File: src/rtl/iir_pkg.sv
package iir_pkg;
  // Coefficient fields per section; the slot at index 3 (b0) is reserved.
  localparam int unsigned COEF_PER_SEC = 6;
  localparam int unsigned IDX_A0 = 0;
  localparam int unsigned IDX_A1 = 1;
  localparam int unsigned IDX_A2 = 2;
  localparam int unsigned IDX_B1 = 4;
  localparam int unsigned IDX_B2 = 5;

  function automatic int sec_count(input int order);
    return (order + 1) / 2;
  endfunction
endpackage

File: src/rtl/iir_rst_sync.sv
module iir_rst_sync (
  input  logic clk,
  input  logic rst_n,
  output logic rst_ok_n
);
  logic stage1_q;
  logic stage2_q;

  always_ff @(posedge clk or negedge rst_n) begin
    if (!rst_n) begin
      stage1_q <= 1'b0;
      stage2_q <= 1'b0;
    end else begin
      stage1_q <= 1'b1;
      stage2_q <= stage1_q;
    end
  end

  assign rst_ok_n = stage2_q;
endmodule

File: src/rtl/iir_rnd_sat.sv
module iir_rnd_sat #(
  parameter int IW = 35,
  parameter int OW = 16,
  parameter int SH = 14
) (
  input  logic signed [IW-1:0] din,
  output logic signed [OW-1:0] dout
);
  localparam logic signed [OW-1:0] MAXV = {1'b0, {(OW-1){1'b1}}};
  localparam logic signed [OW-1:0] MINV = {1'b1, {(OW-1){1'b0}}};

  logic signed [IW:0] ext;
  logic signed [IW:0] shifted;
  logic               fits;

  assign ext = {din[IW-1], din};

  generate
    if (SH == 0) begin : g_noshift
      assign shifted = ext;
    end else begin : g_shift
      localparam logic signed [IW:0] HALF = (IW+1)'(1) <<< (SH - 1);
      logic signed [IW:0] biased;
      assign biased  = ext + HALF;
      assign shifted = biased >>> SH;
    end
  endgenerate

  // Value fits when every bit above the output sign bit copies it.
  assign fits = (&shifted[IW:OW-1]) || !(|shifted[IW:OW-1]);

  always_comb begin
    if (fits) begin
      dout = shifted[OW-1:0];
    end else if (shifted[IW]) begin
      dout = MINV;
    end else begin
      dout = MAXV;
    end
  end
endmodule

File: src/rtl/iir_biquad.sv
module iir_biquad #(
  parameter int DW    = 16,
  parameter int CW    = 16,
  parameter int CFRAC = 14,
  parameter logic signed [CW-1:0] A0 = '0,
  parameter logic signed [CW-1:0] A1 = '0,
  parameter logic signed [CW-1:0] A2 = '0,
  parameter logic signed [CW-1:0] B1 = '0,
  parameter logic signed [CW-1:0] B2 = '0
) (
  input  logic                 clk,
  input  logic                 rst_n,
  input  logic                 ce,
  input  logic signed [DW-1:0] u,
  output logic signed [DW-1:0] y
);
  localparam int AW = DW + CW + 3;
  localparam logic signed [AW-1:0] A0X = AW'(A0);
  localparam logic signed [AW-1:0] A1X = AW'(A1);
  localparam logic signed [AW-1:0] A2X = AW'(A2);
  localparam logic signed [AW-1:0] B1X = AW'(B1);
  localparam logic signed [AW-1:0] B2X = AW'(B2);

  logic signed [DW-1:0] w1_q, w2_q, y_q;
  logic signed [DW-1:0] w_d, y_d;
  logic signed [AW-1:0] u_x, w1_x, w2_x, wn_x;
  logic signed [AW-1:0] acc_w, acc_y;

  assign u_x   = AW'(u);
  assign w1_x  = AW'(w1_q);
  assign w2_x  = AW'(w2_q);
  assign acc_w = (u_x <<< CFRAC) - B1X * w1_x - B2X * w2_x;

  iir_rnd_sat #(.IW(AW), .OW(DW), .SH(CFRAC)) u_rq_w (
    .din (acc_w),
    .dout(w_d)
  );

  assign wn_x  = AW'(w_d);
  assign acc_y = A0X * wn_x + A1X * w1_x + A2X * w2_x;

  iir_rnd_sat #(.IW(AW), .OW(DW), .SH(CFRAC)) u_rq_y (
    .din (acc_y),
    .dout(y_d)
  );

  always_ff @(posedge clk or negedge rst_n) begin
    if (!rst_n) begin
      w1_q <= '0;
      w2_q <= '0;
      y_q  <= '0;
    end else if (ce) begin
      w1_q <= w_d;
      w2_q <= w1_q;
      y_q  <= y_d;
    end
  end

  assign y = y_q;
endmodule

File: src/rtl/iir_first_order.sv
module iir_first_order #(
  parameter int DW    = 16,
  parameter int CW    = 16,
  parameter int CFRAC = 14,
  parameter logic signed [CW-1:0] A0 = '0,
  parameter logic signed [CW-1:0] A1 = '0,
  parameter logic signed [CW-1:0] B1 = '0
) (
  input  logic                 clk,
  input  logic                 rst_n,
  input  logic                 ce,
  input  logic signed [DW-1:0] u,
  output logic signed [DW-1:0] y
);
  localparam int AW = DW + CW + 3;
  localparam logic signed [AW-1:0] A0X = AW'(A0);
  localparam logic signed [AW-1:0] A1X = AW'(A1);
  localparam logic signed [AW-1:0] B1X = AW'(B1);

  logic signed [DW-1:0] w1_q, y_q;
  logic signed [DW-1:0] w_d, y_d;
  logic signed [AW-1:0] u_x, w1_x, wn_x;
  logic signed [AW-1:0] acc_w, acc_y;

  assign u_x   = AW'(u);
  assign w1_x  = AW'(w1_q);
  assign acc_w = (u_x <<< CFRAC) - B1X * w1_x;

  iir_rnd_sat #(.IW(AW), .OW(DW), .SH(CFRAC)) u_rq_w (
    .din (acc_w),
    .dout(w_d)
  );

  assign wn_x  = AW'(w_d);
  assign acc_y = A0X * wn_x + A1X * w1_x;

  iir_rnd_sat #(.IW(AW), .OW(DW), .SH(CFRAC)) u_rq_y (
    .din (acc_y),
    .dout(y_d)
  );

  always_ff @(posedge clk or negedge rst_n) begin
    if (!rst_n) begin
      w1_q <= '0;
      y_q  <= '0;
    end else if (ce) begin
      w1_q <= w_d;
      y_q  <= y_d;
    end
  end

  assign y = y_q;
endmodule

File: src/rtl/iir_cascade.sv
module iir_cascade #(
  parameter int ORDER = 3,
  parameter int XW    = 16,
  parameter int DW    = 16,
  parameter int CW    = 16,
  parameter int CFRAC = 14,
  parameter int GSH   = 14,
  parameter logic signed [CW-1:0] GAIN = 16'sd20000,
  parameter logic [((ORDER+1)/2)*6*CW-1:0] COEF = {
    16'h0BB8, 16'hE800, 16'h4000, 16'h1388, 16'h2000, 16'h2000,
    16'h1000, 16'hE000, 16'h4000, 16'h1000, 16'h2000, 16'h1000}
) (
  input  logic                 clk,
  input  logic                 rst_n,
  input  logic                 ce,
  input  logic signed [XW-1:0] xin,
  output logic signed [DW-1:0] yout
);
  import iir_pkg::*;

  localparam int NSEC = sec_count(ORDER);
  localparam bit ODD  = (ORDER % 2) == 1;
  localparam int PW   = XW + CW;
  localparam int SW   = int'(COEF_PER_SEC) * CW;

  logic                 rst_ok_n;
  logic signed [PW-1:0] g_prod;
  logic signed [DW-1:0] g_d;
  logic signed [DW-1:0] gain_q;
  logic signed [DW-1:0] link [NSEC+1];

  iir_rst_sync u_rst_sync (
    .clk     (clk),
    .rst_n   (rst_n),
    .rst_ok_n(rst_ok_n)
  );

  assign g_prod = PW'(xin) * PW'(GAIN);

  iir_rnd_sat #(.IW(PW), .OW(DW), .SH(GSH)) u_rq_gain (
    .din (g_prod),
    .dout(g_d)
  );

  always_ff @(posedge clk or negedge rst_ok_n) begin
    if (!rst_ok_n) begin
      gain_q <= '0;
    end else if (ce) begin
      gain_q <= g_d;
    end
  end

  assign link[0] = gain_q;

  generate
    for (genvar k = 0; k < NSEC; k++) begin : g_sec
      if (ODD && (k == NSEC - 1)) begin : g_fo
        iir_first_order #(
          .DW(DW), .CW(CW), .CFRAC(CFRAC),
          .A0(COEF[k*SW + int'(IDX_A0)*CW +: CW]),
          .A1(COEF[k*SW + int'(IDX_A1)*CW +: CW]),
          .B1(COEF[k*SW + int'(IDX_B1)*CW +: CW])
        ) u_fo (
          .clk  (clk),
          .rst_n(rst_ok_n),
          .ce   (ce),
          .u    (link[k]),
          .y    (link[k+1])
        );
      end else begin : g_bq
        iir_biquad #(
          .DW(DW), .CW(CW), .CFRAC(CFRAC),
          .A0(COEF[k*SW + int'(IDX_A0)*CW +: CW]),
          .A1(COEF[k*SW + int'(IDX_A1)*CW +: CW]),
          .A2(COEF[k*SW + int'(IDX_A2)*CW +: CW]),
          .B1(COEF[k*SW + int'(IDX_B1)*CW +: CW]),
          .B2(COEF[k*SW + int'(IDX_B2)*CW +: CW])
        ) u_bq (
          .clk  (clk),
          .rst_n(rst_ok_n),
          .ce   (ce),
          .u    (link[k]),
          .y    (link[k+1])
        );
      end
    end
  endgenerate

  assign yout = link[NSEC];
endmodule

File: config.mk
export PLATFORM = sky130hd
export DESIGN_NAME = iir_cascade
export DESIGN_NICKNAME = d
export VERILOG_FILES = /design/src/rtl/iir_pkg.sv /design/src/rtl/iir_rst_sync.sv /design/src/rtl/iir_rnd_sat.sv /design/src/rtl/iir_biquad.sv /design/src/rtl/iir_first_order.sv /design/src/rtl/iir_cascade.sv
export SDC_FILE = /design/constraint.sdc
export NUM_CORES = 1
export LEC_CHECK = 0
export ABC_AREA = 1
export BUFFER_PORTS_ARGS = -buffer_cell sky130_fd_sc_hd__buf_4
export CAP_MARGIN = 20
export CORE_MARGIN = 5
export CORE_UTILIZATION = 37
export DETAILED_ROUTE_END_ITERATION = 6
export SLEW_MARGIN = 20
export SYNTH_ARGS = -nofsm -noshare
export SYNTH_HDL_FRONTEND = slang
export SYNTH_SLANG_ARGS = --single-unit
File: constraint.sdc
create_clock -name clk -period 3.15 [get_ports clk]
set_input_delay 0.63 -clock clk [delete_from_list [all_inputs] [get_ports clk]]
set_output_delay 0.63 -clock clk [all_outputs]
set_load 0.05 [all_outputs]
==> Word-level counts from Yosys, hierarchy flattened <==
Cells that the tools add are included.
Widths: inputs -> output; s select.
{ "totals": {"regBits": 98, "output_inout_bits": 16, "wordCells": 52} }
{ "op_classes": {"add_sub_neg": 12, "n_mul": 2, "mux": 10, "n_reduce_logical": 20} }
{ "ops": {"columns": ["op", "n"], "rows": [
  ["$mux 16", 10],
  ["$add 35x15->36 const B", 3],
  ["$sub 30x35->35", 1],
  ["$sub 35x28->35", 1],
  ["$add 32x15->33 const B", 1],
  ["$add 30x15->31 const B", 1],
  ["$add 30x28->31", 1],
  ["$sub 30x30->31", 1],
  ["$add 28x29->30", 1],
  ["$add 29x29->30", 1],
  ["$reduce_and 7->1", 4],
  ["$reduce_or 7->1", 4],
  ["$mul 16x11->27 const B", 1],
  ["$neg 16->22", 1],
  ["$mul 3x16->19 const A", 1],
  ["$logic_not 1->1", 5],
  ["$logic_or 1x1->1", 5],
  ["$reduce_and 4->1", 1],
  ["$reduce_or 4->1", 1]
]} }

==> Logic depth before layout (Yosys ltp) <==
{ "depth": {"ltp_word": 15, "depth_mapped": 61, "mapped_depth_nobuf": 59} }

==> Modules after synthesis <==
A second synthesis with hierarchy kept.
{ "unflattened": {"cells_unflattened": 2669, "area_unflattened_um2": 17825.8} }
{ "by_module_without_submodules": {"columns": ["mod", "n_inst", "cells_each", "area_per_inst_um2"], "rows": [
  ["iir_biquad", 1, 802, 5657.9],
  ["iir_first_order", 1, 650, 4337.9],
  ["iir_cascade", 1, 467, 3880.0],
  ["iir_rnd_sat at g_sec[0].g_bq.u_bq.u_rq_w ...", 4, 155, 775.7],
  ["iir_rnd_sat at u_rq_gain", 1, 127, 793.3],
  ["iir_rst_sync", 1, 3, 53.8]
]} }

==> Least setup slack after synthesis <==
OpenSTA, ideal clock, no wires.
{ "synth_path": {"path_kind": "register to register", "start": "register g_sec[1].g_fo.u_fo.w1_q[1]", "end": "register g_sec[1].g_fo.u_fo.y_q[13]", "arrival_ps": 7201, "setup_slack_ps": -4184, "stages_incl_launch_ff": 49, "period_less_slack_ps": 7334, "path_cell_list": "dfrtp_1 -> inv_2 -> ha_1 -> ha_1 -> ha_1 -> inv_1 -> fa_1 -> inv_1 -> a31oi_1 -> o21ai_0 -> nand2_1 -> nand2_1 -> nand2_1 -> nand2_1 -> a21oi_1 -> o21bai_1 -> a21oi_1 -> o21ai_0 -> [... 13 more ...] -> nand2_1 -> buf_4 -> o21ai_2 -> ha_1 -> ha_1 -> fa_1 -> nand3_1 -> nand2_1 -> a21oi_1 -> o21bai_1 -> a21oi_1 -> o21ai_0 -> xor2_1 -> inv_1 -> nor2_1 -> nor2_1 -> clkbuf_1 -> a21oi_1"} }
{ "synth_between": {"elab_chain_cells": 13, "word_cells_on_any_way": 17} }
{ "synth_lines": {"columns": ["element", "line", "text"], "rows": [
  ["start, declared", "iir_first_order.sv:20", "logic signed [DW-1:0] w1_q, y_q;"],
  ["start signal, assigned", "iir_first_order.sv:47", "w1_q <= w_d;"],
  ["$mul 3x16->19 *", "iir_first_order.sv:27", "assign acc_w = (u_x <<< CFRAC) - B1X * w1_x;"],
  ["$sub 30x30->31 *", "iir_first_order.sv:27", null],
  ["$add 35x15->36 *", "iir_rnd_sat.sv:24", "assign biased = ext + HALF;"],
  ["$reduce_or 7->1", "iir_rnd_sat.sv:30", "assign fits = (&shifted[IW:OW-1]) || !(|shifted[IW:OW-1]);"],
  ["$logic_not 1->1", "iir_rnd_sat.sv:30", null],
  ["$logic_or 1x1->1", "iir_rnd_sat.sv:30", null],
  ["$mux 16 *", "iir_rnd_sat.sv:33", "if (fits) begin"],
  ["via g_sec[1].g_fo.u_fo.u_rq_w.dout[1]", "iir_rnd_sat.sv:7", "output logic signed [OW-1:0] dout"],
  ["$add 29x29->30 *", "iir_first_order.sv:35", "assign acc_y = A0X * wn_x + A1X * w1_x;"],
  ["$add 30x15->31 *", "iir_rnd_sat.sv:24", null],
  ["$reduce_or 7->1", "iir_rnd_sat.sv:30", null],
  ["$logic_not 1->1", "iir_rnd_sat.sv:30", null],
  ["$logic_or 1x1->1", "iir_rnd_sat.sv:30", null],
  ["$mux 16 *", "iir_rnd_sat.sv:33", null],
  ["end signal, assigned", "iir_first_order.sv:48", "y_q <= y_d;"],
  ["end, declared", "iir_first_order.sv:20", null]
]} }
Mark *: on every way through the listed nets, which the timed path passes. The rest lies on a longest branch.
A chain may end at the register's enable or synchronous reset.

==> Worst setup path after layout <==
{ "layout_path": {"start": "register g_sec[0].g_bq.u_bq.w1_q[0]", "end": "register g_sec[0].g_bq.u_bq.y_q[5]"} }
{ "layout_between": {"elab_chain_cells": 15, "word_cells_on_any_way": 19} }
{ "layout_lines": {"columns": ["element", "line", "text"], "rows": [
  ["start, declared", "iir_biquad.sv:24", "logic signed [DW-1:0] w1_q, w2_q, y_q;"],
  ["start signal, assigned", "iir_biquad.sv:53", "w1_q <= w_d;"],
  ["$neg 16->22 (implied by the code)", "iir_biquad.sv:32", "assign acc_w = (u_x <<< CFRAC) - B1X * w1_x - B2X * w2_x;"],
  ["$sub 30x35->35", "iir_biquad.sv:32", null],
  ["$sub 35x28->35", "iir_biquad.sv:32", null],
  ["$add 35x15->36", "iir_rnd_sat.sv:24", null],
  ["$reduce_or 7->1", "iir_rnd_sat.sv:30", null],
  ["$logic_not 1->1", "iir_rnd_sat.sv:30", null],
  ["$logic_or 1x1->1", "iir_rnd_sat.sv:30", null],
  ["$mux 16", "iir_rnd_sat.sv:33", null],
  ["$add 28x29->30 *", "iir_biquad.sv:40", "assign acc_y = A0X * wn_x + A1X * w1_x + A2X * w2_x;"],
  ["$add 30x28->31 *", "iir_biquad.sv:40", null],
  ["$add 35x15->36 *", "iir_rnd_sat.sv:24", null],
  ["$reduce_or 7->1", "iir_rnd_sat.sv:30", null],
  ["$logic_not 1->1", "iir_rnd_sat.sv:30", null],
  ["$logic_or 1x1->1", "iir_rnd_sat.sv:30", null],
  ["$mux 16 *", "iir_rnd_sat.sv:33", null],
  ["end signal, assigned", "iir_biquad.sv:55", "y_q <= y_d;"],
  ["end, declared", "iir_biquad.sv:24", null]
]} }
Mark *: on every way between the ends. The rest lies on a longest branch, timed or not.

==> flow_summary.toml <==
[status]
status = "finished, violations left"
violations = "setup timing"

[synthesis]
synthTopCellsByCount = "nand2_1, inv_1, ha_1, nor2_1, nand3_1"
seq_area_frac_synth = 0.148
synth_top_area_frac = 0.173
syn_area_per_cell_sq_um = 6.61
synth_cell_types = 51
synthArstFlopShare = 1.00
yosysMostFrequentCell = "nand2_1"
ys_top_cells_by_area = "nand2_1, ha_1, dfrtp_1"
synthFlopType = "dfrtp_1"
synth-edff-count = 0
yosys_warnings = 0
synth-seq-cells = 98
synth_nets = 2834
synth.largest_area_cell = "nand2_1"
syn_inst = 2511
syn-cell-area_sq_um = 16600

[detailed_routing]
drt_iter0_drc = 991
drtAntennaViolNets = 0
vias = 18160
routedWlPerCell_um = 14.2
dr.pass1.iters = 5
viasPerCell = 4.80
drt-total-wl_um = 53900
drc = 0

[clock_network]
clkTransAtPathRegs_ns = 0.08
numCtsBuffers = 9
htreeDepth = 3
clk_latency_ns = 0.38
root_buffer = "clkbuf_16"
cts_tree = "done"
cts_buffer_depth = 2
clock-sinks = 98

[timing]
fin_skew_ns = 0.0198
fmax_mhz = 134
max_slew_margin = 0.396
hold_violations = 0
finalSetupViolations = 80
tightest_slew_ns = 0.905
tns_ns = -215.03
fin_crit_ns = 7.48
rsz0062_at_grt = "true"
setup_ws_ns = -4.33
finalMaxSlewViolations = 0
fin_crit_sh = 2.37

[critical_path]
path_buf_inv = 9
crit_top_cell = "nand2_2"
crit_family = "simple AND/OR/NAND/NOR gates"
worst-path-stages = 49
r2r_cells = 49
startpoint_type = "flip-flop"
required_ns = 3.47
cp_max_fo = 8
max_stage_delay_ns = 0.61
worstPathArrival_ns = 7.80
slowest_stage = "fa_2"
worst_setup_path_end_kind = "flip-flop"
crit_type = "flip-flop to flip-flop"

[global_routing]
antenna_found_initial = 0
gr-total-overflow = 0
grt_pass1_vias = 18524
grt_util_all_layers = 0.211
grt_max_degree = 77
grt_pass1_wl_um = 87700

[hold_path]
worstHoldPathCells = 0
holdCritPathClass = "flip-flop to flip-flop"

[layout]
final_nets = 3508
diodes = 0
areaGrowthSynthToFinish_pct = 55.0
fillers = 4027
final_cells = 3782
drive_gt1_frac = 0.398

[floorplan]
num_rows = 77
core_area_sq_um = 44300
initial_core_util = 0.375
io_pins = 35
dieWidth_um = 222
dieArea_sq_um = 49200
fp.dieH_um = 222

[placed_design]
port_buffers = 34
place_ws_ns = -4.59
gp_congestion = 0.913
dpl.hpwl_um = 42700
dp.cells = 3673

[run]
drv_cap = 0
## registers in the layout (all words and copies together), names as in the netlist
register              count
g_sec.g_bq.u_bq.w1_q     16
g_sec.g_bq.u_bq.w2_q     16
g_sec.g_bq.u_bq.y        16
g_sec.g_fo.u_fo.w1_q     16
g_sec.g_fo.u_fo.y        16
gain_q                   16
u_rst_sync.rst_ok_n       1
u_rst_sync.stage1_q       1
## worst register-to-register path, delay by kind of cell (launching register included)
family / cells / cell delay [ns]
xor+xnor: 1 / 0.21
fa+ha+maj: 7 / 2.42
buf+inv: 9 / 0.76
flops: 1 / 0.40
simple gates: 32 / 3.64
## cell families after synthesis
kind of cell | share of synthesized area
flip-flops | 0.148
XOR/XNOR | 0.0681
AO/OA/AOI/OAI | 0.0724
AND/OR/NAND/NOR | 0.327
other | 0.000226
buffers and inverters | 0.117
adder cells (fa/ha/maj) | 0.267
## placed cells by master, fill, tap and decap left out, drive strengths merged, types with 63 or more instances in the layout
| cell type | netlist | final |
|---|---|---|
| o21ai | 79 | 79 |
| buf | 18 | 693 |
| nor2 | 206 | 206 |
| xor2 | 99 | 99 |
| nand4 | 63 | 63 |
| inv | 470 | 472 |
| a21oi | 104 | 104 |
| dfrtp | 98 | 98 |
| nand3 | 157 | 159 |
| nand2 | 792 | 793 |
| ha | 220 | 220 |
| fa | 84 | 84 |
## final timing paths
kind	from	to	slack, ns
worst min-delay path	u_rst_sync.stage1_q$_DFF_PN0_	u_rst_sync.rst_ok_n$_DFF_PN0_	0.36
min in group asynchronous	u_rst_sync.rst_ok_n$_DFF_PN0_	g_sec[1].g_fo.u_fo.w1_q[1]$_DFFE_PN0P_	0.42
worst min register to register	u_rst_sync.stage1_q$_DFF_PN0_	u_rst_sync.rst_ok_n$_DFF_PN0_	0.36
max in group asynchronous	u_rst_sync.rst_ok_n$_DFF_PN0_	g_sec[1].g_fo.u_fo.w1_q[13]$_DFFE_PN0P_	1.99
worst max-delay path	g_sec[0].g_bq.u_bq.w1_q[0]$_DFFE_PN0P_	g_sec[0].g_bq.u_bq.y[5]$_DFFE_PN0P_	-4.33
worst max register to register	g_sec[0].g_bq.u_bq.w1_q[0]$_DFFE_PN0P_	g_sec[0].g_bq.u_bq.y[5]$_DFFE_PN0P_	-4.33
## cell type report
| type | instances | area [sq um] | share of cell area |
|---|---|---|---|
| Timing Repair Buffer | 695 | 5560 | 0.216 |
| Sequential cell | 98 | 2460 | 0.0954 |
| Clock inverter | 6 | 83.8 | 0.00326 |
| Multi-Input combinational cell | 1910 | 14900 | 0.578 |
| Clock buffer | 10 | 239 | 0.00929 |
| Inverter | 471 | 1780 | 0.0690 |
| Tap cell | 592 | 741 | 0.0288 |
## repair_timing
action | CTS | global route
hold buffers | 1 | 0
resized for setup | 277 | 217
pin swaps | 168 | 143
endpoints found under the hold margin | 2 | 0
setup endpoints to repair | 80 | 80
buffers inserted | 70 | 19
cloned | 4 | 1
## per-stage QoR
stage	instance area [sq um]	utilization	hold WS (ns)
2_1_floorplan	17500	-	0.331
3_3_place_gp	22600	0.510	0.340
3_5_place_dp	22600	0.510	0.344
4_1_cts	24700	0.558	0.362
5_1_grt	25700	0.581	0.376
6_report	25700	0.581	0.360
## per-layer routing
layer | vias to the layer above | routed length (um) | global-route usage
li1 | 9218 | - | -
met1 | 8591 | 24200 | 0.272
met2 | 278 | 27000 | 0.384
met3 | 73 | 1550 | 0.0203
met4 | 0 | 1140 | 0.0475
met5 | - | 0 | 0
Power is left out: the tool's default activity adds up to more than one toggle a clock period on the data nets, which glitch-free logic cannot reach.
